`src/rtl/lnk_tx_pkg.sv`:
```
package lnk_tx_pkg;
  localparam int CTL_W = 2;

  localparam logic [CTL_W-1:0] LCTL_IDLE = 2'b00;
  localparam logic [CTL_W-1:0] LCTL_HOLD = 2'b01;
  localparam logic [CTL_W-1:0] LCTL_XMIT = 2'b10;
  localparam logic [CTL_W-1:0] PCTL_IDLE = 2'b00;
  localparam logic [CTL_W-1:0] PCTL_GRNT = 2'b11;

  typedef enum logic [2:0] {
    ST_IDLE  = 3'd0,
    ST_REQ   = 3'd1,
    ST_HOLD  = 3'd2,
    ST_SEND  = 3'd3,
    ST_CHAIN = 3'd4,
    ST_CLOSE = 3'd5
  } seq_st_t;
endpackage

```
`src/rtl/lnk_grant_det.sv`:
```
module lnk_grant_det
  import lnk_tx_pkg::*;
(
  input  logic             clk,
  input  logic             rst,
  input  logic [CTL_W-1:0] phy_ctl,
  output logic             grant
);
  logic [CTL_W-1:0] prev_q;

  always_ff @(posedge clk) begin
    if (rst) prev_q <= PCTL_IDLE;
    else     prev_q <= phy_ctl;
  end

  assign grant = (prev_q == PCTL_GRNT) && (phy_ctl == PCTL_IDLE);
endmodule

```
`src/rtl/lnk_tx_fsm.sv`:
```
module lnk_tx_fsm
  import lnk_tx_pkg::*;
(
  input  logic    clk,
  input  logic    rst,
  input  logic    send_req,
  input  logic    pkt_valid,
  input  logic    pkt_last,
  input  logic    pkt_chain,
  input  logic    grant,
  output logic    take,
  output logic    pkt_start,
  output logic    first_pkt,
  output seq_st_t nxt_st
);
  seq_st_t st_q;
  logic    last_q, chain_q, first_q;

  always_comb begin
    nxt_st = st_q;
    take   = 1'b0;
    unique case (st_q)
      ST_IDLE:  if (send_req) nxt_st = ST_REQ;
      ST_REQ, ST_CHAIN: begin
        if (grant) begin
          if (pkt_valid) begin
            take   = 1'b1;
            nxt_st = ST_SEND;
          end else begin
            nxt_st = ST_HOLD;
          end
        end
      end
      ST_HOLD: begin
        if (pkt_valid) begin
          take   = 1'b1;
          nxt_st = ST_SEND;
        end
      end
      ST_SEND: begin
        if (last_q)         nxt_st = chain_q ? ST_CHAIN : ST_CLOSE;
        else if (pkt_valid) take   = 1'b1;
      end
      ST_CLOSE: nxt_st = ST_IDLE;
      default:  nxt_st = ST_IDLE;
    endcase
  end

  assign pkt_start = take && (st_q != ST_SEND);
  assign first_pkt = first_q;

  always_ff @(posedge clk) begin
    if (rst) begin
      st_q    <= ST_IDLE;
      last_q  <= 1'b0;
      chain_q <= 1'b0;
      first_q <= 1'b0;
    end else begin
      st_q <= nxt_st;
      if (take) begin
        last_q  <= pkt_last;
        chain_q <= pkt_chain;
      end
      if (st_q == ST_IDLE && send_req) first_q <= 1'b1;
      else if (pkt_start)              first_q <= 1'b0;
    end
  end
endmodule

```
`src/rtl/lnk_speed_guard.sv`:
```
module lnk_speed_guard #(
  parameter int SPD_W = 2
) (
  input  logic             clk,
  input  logic             rst,
  input  logic             pkt_start,
  input  logic             first_pkt,
  input  logic [SPD_W-1:0] speed_in,
  output logic             mismatch
);
  logic [SPD_W-1:0] own_spd_q;

  always_ff @(posedge clk) begin
    if (rst)                         own_spd_q <= '0;
    else if (pkt_start && first_pkt) own_spd_q <= speed_in;
  end

  assign mismatch = pkt_start && !first_pkt && (speed_in != own_spd_q);
endmodule

```
`src/rtl/lnk_tx_drive.sv`:
```
module lnk_tx_drive
  import lnk_tx_pkg::*;
#(
  parameter int NIB_W = 4
) (
  input  logic             clk,
  input  logic             rst,
  input  seq_st_t          nxt_st,
  input  logic             take,
  input  logic [NIB_W-1:0] pkt_data,
  input  logic             mismatch,
  output logic             link_req,
  output logic [CTL_W-1:0] link_ctl,
  output logic [NIB_W-1:0] link_d,
  output logic             link_oe,
  output logic             speed_err
);
  logic [CTL_W-1:0] ctl_n;
  logic             oe_n;

  always_comb begin
    ctl_n = LCTL_IDLE;
    oe_n  = 1'b0;
    unique case (nxt_st)
      ST_HOLD, ST_CHAIN: begin ctl_n = LCTL_HOLD; oe_n = 1'b1; end
      ST_SEND:           begin ctl_n = LCTL_XMIT; oe_n = 1'b1; end
      ST_CLOSE:          begin ctl_n = LCTL_IDLE; oe_n = 1'b1; end
      default:           begin ctl_n = LCTL_IDLE; oe_n = 1'b0; end
    endcase
  end

  always_ff @(posedge clk) begin
    if (rst) begin
      link_req  <= 1'b0;
      link_ctl  <= LCTL_IDLE;
      link_d    <= '0;
      link_oe   <= 1'b0;
      speed_err <= 1'b0;
    end else begin
      link_req  <= (nxt_st == ST_REQ);
      link_ctl  <= ctl_n;
      link_d    <= take ? pkt_data : '0;
      link_oe   <= oe_n;
      speed_err <= mismatch;
    end
  end
endmodule

```
`src/rtl/lnk_tx_seq.sv`:
```
module lnk_tx_seq
  import lnk_tx_pkg::*;
#(
  parameter int NIB_W = 4,
  parameter int SPD_W = 2
) (
  input  logic             clk,
  input  logic             rst,
  input  logic             send_req,
  input  logic [NIB_W-1:0] pkt_data,
  input  logic             pkt_valid,
  input  logic             pkt_last,
  input  logic             pkt_chain,
  input  logic [SPD_W-1:0] pkt_speed,
  input  logic [1:0]       phy_ctl,
  output logic             pkt_ready,
  output logic             link_req,
  output logic [1:0]       link_ctl,
  output logic [NIB_W-1:0] link_d,
  output logic             link_oe,
  output logic             speed_err
);
  logic    grant, take, pkt_start, first_pkt, mismatch;
  seq_st_t nxt_st;

  lnk_grant_det u_gdet (
    .clk(clk), .rst(rst), .phy_ctl(phy_ctl), .grant(grant)
  );

  lnk_tx_fsm u_fsm (
    .clk(clk), .rst(rst), .send_req(send_req), .pkt_valid(pkt_valid),
    .pkt_last(pkt_last), .pkt_chain(pkt_chain), .grant(grant),
    .take(take), .pkt_start(pkt_start), .first_pkt(first_pkt), .nxt_st(nxt_st)
  );

  lnk_speed_guard #(.SPD_W(SPD_W)) u_spd (
    .clk(clk), .rst(rst), .pkt_start(pkt_start), .first_pkt(first_pkt),
    .speed_in(pkt_speed), .mismatch(mismatch)
  );

  lnk_tx_drive #(.NIB_W(NIB_W)) u_drv (
    .clk(clk), .rst(rst), .nxt_st(nxt_st), .take(take), .pkt_data(pkt_data),
    .mismatch(mismatch), .link_req(link_req), .link_ctl(link_ctl),
    .link_d(link_d), .link_oe(link_oe), .speed_err(speed_err)
  );

  assign pkt_ready = take;
endmodule

```
`config.mk`:
```
export PLATFORM = sky130hd
export DESIGN_NAME = lnk_tx_seq
export DESIGN_NICKNAME = d
export VERILOG_FILES = /design/src/rtl/lnk_tx_pkg.sv /design/src/rtl/lnk_grant_det.sv /design/src/rtl/lnk_tx_fsm.sv /design/src/rtl/lnk_speed_guard.sv /design/src/rtl/lnk_tx_drive.sv /design/src/rtl/lnk_tx_seq.sv
export SDC_FILE = /design/constraint.sdc
export NUM_CORES = 1
export LEC_CHECK = 0
export BUFFER_PORTS_ARGS = -buffer_cell sky130_fd_sc_hd__buf_2
export CORE_ASPECT_RATIO = 0.9
export CORE_MARGIN = 8
export CORE_UTILIZATION = 45
export CTS_BUF_LIST = sky130_fd_sc_hd__clkbuf_8
export DETAILED_ROUTE_END_ITERATION = 8
export GPL_TIMING_DRIVEN = 0
export PLACE_DENSITY = 0.71
export SYNTH_ARGS = -nofsm -noshare
export SYNTH_HDL_FRONTEND = slang
export SYNTH_SLANG_ARGS = --single-unit
```
`constraint.sdc`:
```
create_clock -name clk -period 4.6 [get_ports clk]
set_clock_uncertainty 0.15 [all_clocks]
set_input_delay 1.15 -clock clk [delete_from_list [all_inputs] [get_ports clk]]
set_output_delay 1.15 -clock clk [all_outputs]
set_load 0.02 [all_outputs]
```
Yosys cells after proc, flatten, opt, wreduce, memory -nomap -nowiden
Cells that the tools add are included.
- bits in registers: 19
- word-level logic and storage cells: 53
- equality and inequality tests: 12
- mux-type cells: 15
- bitwise logic cells: 1
- reduce and logical (&&, ||, !) cells: 14
- operator list (operator ; count):
    == test 3 x 2 -> 1 bit (second input constant) ; 4
    two-way mux 3 bit ; 4
    one-hot mux 3 bit (4 select lines) ; 1
    == test 3 bit (second input constant) ; 3
    two-way mux 1 bit ; 8
    == test 3 x 1 -> 1 bit (second input constant) ; 2
    logical AND 1 bit ; 6
    OR reduction 2 bit ; 3
    one-hot mux 2 bit (2 select lines) ; 1
    OR reduction 4 bit ; 1
    zero test 3 bit ; 1
    != test 3 x 2 -> 1 bit (second input constant) ; 1
    one-hot mux 1 bit (3 select lines) ; 1
    == test 2 bit (second input constant) ; 1
    zero test 2 bit ; 1
    != test 2 bit ; 1
    nonzero test 2 bit ; 1
    zero test 1 bit ; 1
    inverter 1 bit ; 1

Longest topological paths before layout
- word-level depth: 7
- mapped depth: 6

Cells and area by module
From an unflattened synthesis, not the netlist that was laid out.
- cells, all modules: 89
- area total of the unflattened synthesis: 832.0 µm²
- modules (own cells, without submodules) (module ; times used ; cells an instance ; area each (µm²) ; seq. area each (µm²)):
    lnk_tx_fsm ; 1 ; 51 ; 396.6 ; 120.1
    lnk_tx_drive ; 1 ; 21 ; 261.5 ; 180.2
    lnk_speed_guard ; 1 ; 12 ; 108.9 ; 40.0
    lnk_grant_det ; 1 ; 5 ; 65.1 ; 40.0

Worst setup path before layout
No wires, ideal clock.
- path type: in2out
- start: in phy_ctl[0]
- end: out pkt_ready
- arrival: 1.837 ns
- slack: 1.463 ns
- stages on the path: 4
- buffers on the path: 0
- cells stage by stage: and4bb_2 -> o21a_1 -> o21ai_4 -> inv_2
- word-level cells in the longest chain between the ends: 4
- RTL lines (what ; line ; text):
    start, declared ; lnk_tx_seq.sv:15 ; input logic [1:0] phy_ctl,
    zero test 2 bit ; lnk_grant_det.sv:16 ; assign grant = (prev_q == PCTL_GRNT) && (phy_ctl == PCTL_IDLE);
    logical AND 1 bit ; lnk_grant_det.sv:16 ;
    two-way mux 1 bit ; lnk_tx_fsm.sv:25 ; if (grant) begin
    one-hot mux 1 bit (3 select lines) ; lnk_tx_fsm.sv:22 ; unique case (st_q)
    end, declared ; lnk_tx_seq.sv:16 ; output logic pkt_ready,
Every way passes these cells.

Worst setup path after layout
Ends and elaborated chain as after synthesis.

==> run_summary.xml <==
<?xml version="1.0" encoding="UTF-8"?>
<metrics>
  <group name="synthesis">
    <metric name="xor_and_xnor_area_share_after_synthesis" unit="%">3.13</metric>
    <metric name="synth_simple_gate_area_share" unit="%">28.4</metric>
    <metric name="synth-compound-area-share" unit="%">13.8</metric>
    <metric name="synthAdderAreaFrac" unit="%">0</metric>
    <metric name="synth_largest_area_cell" unit="">sky130_fd_sc_hd__dfxtp_1</metric>
    <metric name="postSynth.asyncResetShare" unit="%">0</metric>
    <metric name="synth.cell_area" unit="sq um">841</metric>
    <metric name="synth_top_area_share" unit="%">45.2</metric>
    <metric name="synthesis.nets" unit="">96</metric>
    <metric name="yosysUniqueCellTypes" unit="">34</metric>
    <metric name="synth.mux.area_fraction" unit="%">4.76</metric>
    <metric name="dominant_combinational_cell_family_by_area_after_synthesis" unit="">simple AND/OR/NAND/NOR gates</metric>
    <metric name="synth_edf_count" unit="">0</metric>
    <metric name="postSynthAreaPerCell" unit="sq um">10.3</metric>
    <metric name="postSynthRegisterBits" unit="">19</metric>
    <metric name="synth_sequential_area_ratio" unit="%">45.2</metric>
    <metric name="yosysWarningCount" unit="">0</metric>
    <metric name="post_synth_inst_count" unit="">82</metric>
    <metric name="post_synth_main_area_contributors" unit="">sky130_fd_sc_hd__dfxtp_1, sky130_fd_sc_hd__nand2b_1, sky130_fd_sc_hd__nor3b_1</metric>
    <metric name="synth_flop_cell" unit="">sky130_fd_sc_hd__dfxtp_1</metric>
  </group>
  <group name="global_route">
    <metric name="first_global_vias" unit="">643</metric>
    <metric name="grt_usage" unit="%">10.5</metric>
    <metric name="grt_first_pass_wirelength" unit="microns">2790</metric>
    <metric name="grt_start_max_net_pins" unit="">12</metric>
    <metric name="globalRoute.totalOverflow" unit="">0</metric>
    <metric name="number_of_antenna_violations_at_the_first_check_in_global_routing" unit="">0</metric>
    <metric name="grt.met2_usage" unit="%">15.4</metric>
    <metric name="grtUsageMet3" unit="%">2.91</metric>
    <metric name="grt_most_used_layer" unit="">met2</metric>
    <metric name="grtUsageMet1" unit="%">13.2</metric>
  </group>
  <group name="clocking">
    <metric name="clock_latency" unit="ps">250</metric>
    <metric name="postCtsSetupRepairBufs" unit="">0</metric>
    <metric name="count_of_h_tree_levels_built_during_cts" unit="">1</metric>
    <metric name="tritoncts_buffers" unit="">3</metric>
    <metric name="clock_sink_count" unit="">19</metric>
    <metric name="clockBufferDepth" unit="">2</metric>
    <metric name="cts_tree" unit="">yes</metric>
    <metric name="clock-root-buffer" unit="">sky130_fd_sc_hd__clkbuf_8</metric>
    <metric name="ctsResizeCount" unit="">0</metric>
    <metric name="worst_setup_hold_path_clk_slew" unit="ps">70</metric>
    <metric name="cts_hold_buf" unit="">0</metric>
  </group>
  <group name="sta">
    <metric name="worst_pin_slew" unit="ps">432</metric>
    <metric name="finalHoldWorstSlack" unit="ps">317</metric>
    <metric name="rsz0062_at_grt" unit="">no</metric>
    <metric name="finalWorstSetupSlack" unit="ps">1150</metric>
    <metric name="final_min_period_over_clock_period" unit="%">74.9</metric>
    <metric name="slew_viol_final" unit="">0</metric>
    <metric name="finalSetupViolations" unit="">0</metric>
    <metric name="timing.slew.headroom" unit="%">71.2</metric>
    <metric name="endpoints_failing_hold" unit="">0</metric>
    <metric name="aggregate_negative_setup_slack" unit="ps">0</metric>
    <metric name="max_clock_freq" unit="MHz">290</metric>
    <metric name="layout_min_cycle_time" unit="ps">3450</metric>
  </group>
  <group name="place">
    <metric name="place_area" unit="sq um">987</metric>
    <metric name="gpl.final_weighted_congestion" unit="">0.840</metric>
    <metric name="hpwlAfterDp" unit="microns">1290</metric>
    <metric name="post-place-ws" unit="ps">1160</metric>
    <metric name="port-buffer-count" unit="">23</metric>
  </group>
  <group name="status">
    <metric name="outcome" unit="">finished clean</metric>
  </group>
  <group name="pwr">
    <metric name="power_density" unit="nW/um^2">306</metric>
    <metric name="ir_drop" unit="mV">0.160</metric>
    <metric name="total_power" unit="mW">0.316</metric>
    <metric name="power.leakage" unit="nW">0.435</metric>
  </group>
  <group name="critical_path">
    <metric name="cp_startpoint_kind" unit="">input pin</metric>
    <metric name="r2r_setup_slack" unit="ps">2870</metric>
    <metric name="critical-path-slowest-cell" unit="">sky130_fd_sc_hd__and4bb_2</metric>
    <metric name="worst-endpoint-required" unit="ps">3300</metric>
    <metric name="cp-end-kind" unit="">output pin</metric>
    <metric name="crit_chain" unit="">buf_2 -&gt; and4bb_2 -&gt; o21a_1 -&gt; o21ai_4 -&gt; inv_2 -&gt; buf_2</metric>
    <metric name="worst_path_dominant_cell_family" unit="">buffers and inverters</metric>
    <metric name="crit_path_frequent_cell" unit="">sky130_fd_sc_hd__buf_2</metric>
    <metric name="critPathBufInv" unit="">3</metric>
    <metric name="worst_r2r_endpoint" unit="">u_spd.own_spd_q[0]</metric>
    <metric name="endpoint" unit="">pkt_ready</metric>
    <metric name="criticalPathCategory" unit="">in2out</metric>
    <metric name="timing.reg2reg.worst_path_depth" unit="">5</metric>
    <metric name="critical_path.reg2reg.startpoint" unit="">u_fsm.st_q[2]</metric>
    <metric name="path_max_fanout" unit="">6</metric>
    <metric name="timing.critical_path.slowest_cell_delay" unit="ps">310</metric>
    <metric name="worstPathArrival" unit="ps">2150</metric>
    <metric name="worstSetupPathDepth" unit="">6</metric>
    <metric name="critical_path_origin" unit="">phy_ctl[0]</metric>
  </group>
  <group name="floorplan">
    <metric name="start_util" unit="%">45.7</metric>
    <metric name="design.die.area" unit="sq um">3510</metric>
    <metric name="io-pin-count" unit="">24</metric>
    <metric name="coreArea" unit="sq um">1840</metric>
    <metric name="floorplan.die.height" unit="microns">57.0</metric>
    <metric name="die_width" unit="microns">61.6</metric>
    <metric name="floorplan.rows" unit="">15</metric>
  </group>
  <group name="final_layout">
    <metric name="fin_area" unit="sq um">1030</metric>
    <metric name="fillCellCount" unit="">198</metric>
    <metric name="areaGrowthSynthToFinish" unit="%">22.9</metric>
    <metric name="drive_gt1_share" unit="%">39.4</metric>
    <metric name="diodes" unit="">0</metric>
    <metric name="fin_nets" unit="">124</metric>
  </group>
  <group name="drt">
    <metric name="detail-route-antenna-nets" unit="">0</metric>
    <metric name="routed_wirelength" unit="microns">1720</metric>
    <metric name="wl_per_cell" unit="microns">12.8</metric>
    <metric name="vias_per_cell" unit="">4.86</metric>
    <metric name="detailroute.via_count" unit="">651</metric>
    <metric name="dr.pass1.iters" unit="">4</metric>
    <metric name="first_iter_violations" unit="">5</metric>
    <metric name="route.detailed.drc" unit="">0</metric>
  </group>
  <group name="run">
    <metric name="max-cap-violations" unit="">0</metric>
  </group>
  <group name="hold_path">
    <metric name="worstHoldPathType" unit="">reg2reg</metric>
  </group>
</metrics>
==> kinds of logic (layout without fill, tap and decap cells) <==
| group | after synthesis | after routing |
|---|---|---|
| and+or+nand+nor | 36 | 36 |
| DFF | 19 | 19 |
| AOI/OAI and AO/OA | 13 | 13 |
| buffers and inverters | 7 | 34 |
| muxes | 4 | 4 |
| xor gates and xnor gates | 3 | 3 |
==> flip-flops by register name, indices dropped and copies added (netlist names) <==
name             cells
u_drv.link_req       1
u_drv.speed_err      1
u_fsm.last_q         1
u_gdet.prev_q        2
u_fsm.first_pkt      1
u_fsm.chain_q        1
u_spd.own_spd_q      2
u_fsm.st_q           3
u_drv.link_ctl       2
u_drv.link_d         4
u_drv.link_oe        1
==> how the worst min path moves through the flow <==
| stage | to | startpoint | cells past startpoint | slack (ps) |
|---|---|---|---|---|
| 2_1_floorplan | u_drv.speed_err | u_fsm.first_pkt | 1 | 270 |
| 3_3_place_gp | u_drv.speed_err | u_fsm.first_pkt | 1 | 300 |
| 3_5_place_dp | u_drv.speed_err | u_fsm.first_pkt | 1 | 310 |
| 4_1_cts | u_drv.speed_err | u_fsm.first_pkt | 1 | 320 |
| 5_1_grt | u_drv.speed_err | u_fsm.first_pkt | 1 | 340 |
| 6_report | u_drv.speed_err | u_fsm.first_pkt | 1 | 320 |
==> Yosys cell counts, drive strengths merged, types with 2 or more instances <==
cell type,count
a211oi,3
a21oi,3
buf,4
dfxtp,19
inv,3
mux2i,4
nand2b,9
nor2,5
nor2b,2
nor3,2
nor3b,6
nor4,2
o21ai,3
xor2,2
==> layout by cell type, fill, tap and decap left out, types with 2 or more instances in the layout <==
cell type	instances
sky130_fd_sc_hd__a211oi_1	2
sky130_fd_sc_hd__o21ai_0	2
sky130_fd_sc_hd__nor3_1	2
sky130_fd_sc_hd__dfxtp_1	19
sky130_fd_sc_hd__inv_1	2
sky130_fd_sc_hd__a21oi_1	2
sky130_fd_sc_hd__clkbuf_8	3
sky130_fd_sc_hd__xor2_1	2
sky130_fd_sc_hd__buf_4	3
sky130_fd_sc_hd__mux2i_1	4
sky130_fd_sc_hd__nor3b_1	6
sky130_fd_sc_hd__buf_2	24
sky130_fd_sc_hd__nor2_1	5
sky130_fd_sc_hd__nand2b_1	9
sky130_fd_sc_hd__nor2b_1	2
sky130_fd_sc_hd__nor4_1	2
==> worst register-to-register path: stages, from the launching register on <==
cell	delay, ps
sky130_fd_sc_hd__dfxtp_1	300
sky130_fd_sc_hd__buf_4	150
sky130_fd_sc_hd__nor3b_1	400
sky130_fd_sc_hd__o21ai_0	140
sky130_fd_sc_hd__a21oi_1	300
sky130_fd_sc_hd__mux2i_1	220
==> layout make-up <==
class,instances,area [sq um],share of cell area (%)
timing repair buffer,23,115,11.1
clock inverter,1,5.00,0.484
sequential,19,380,36.8
multi-input combinational,56,422,40.8
tap,25,31.3,3.03
clock buffer,3,41.3,4.00
inverter,3,11.3,1.09
buffer,4,27.5,2.66
==> per-layer routing <==
metal,part of all wire (%),vias to the layer above
met3,4.8,5
met4,1.9,0
met5,0,-
li1,-,341
met1,46,290
met2,47,15
==> report_power, final <==
| group | total, mW | internal (mW) | switching, mW |
|---|---|---|---|
| Sequential | 0.170 | 0.168 | 0.00174 |
| Clock | 0.115 | 0.0602 | 0.0546 |
| Combinational | 0.0317 | 0.0156 | 0.0161 |
==> per-stage QoR <==
stage / utilization [%] / cells
after global routing: 56.2 / 134
final: 56.2 / 134
after CTS: 56.2 / 134
after detailed placement: 53.7 / 130
after floorplan: - / 82
after global placement: 53.7 / 130
Note: power is estimated with default switching activity, not from simulation.
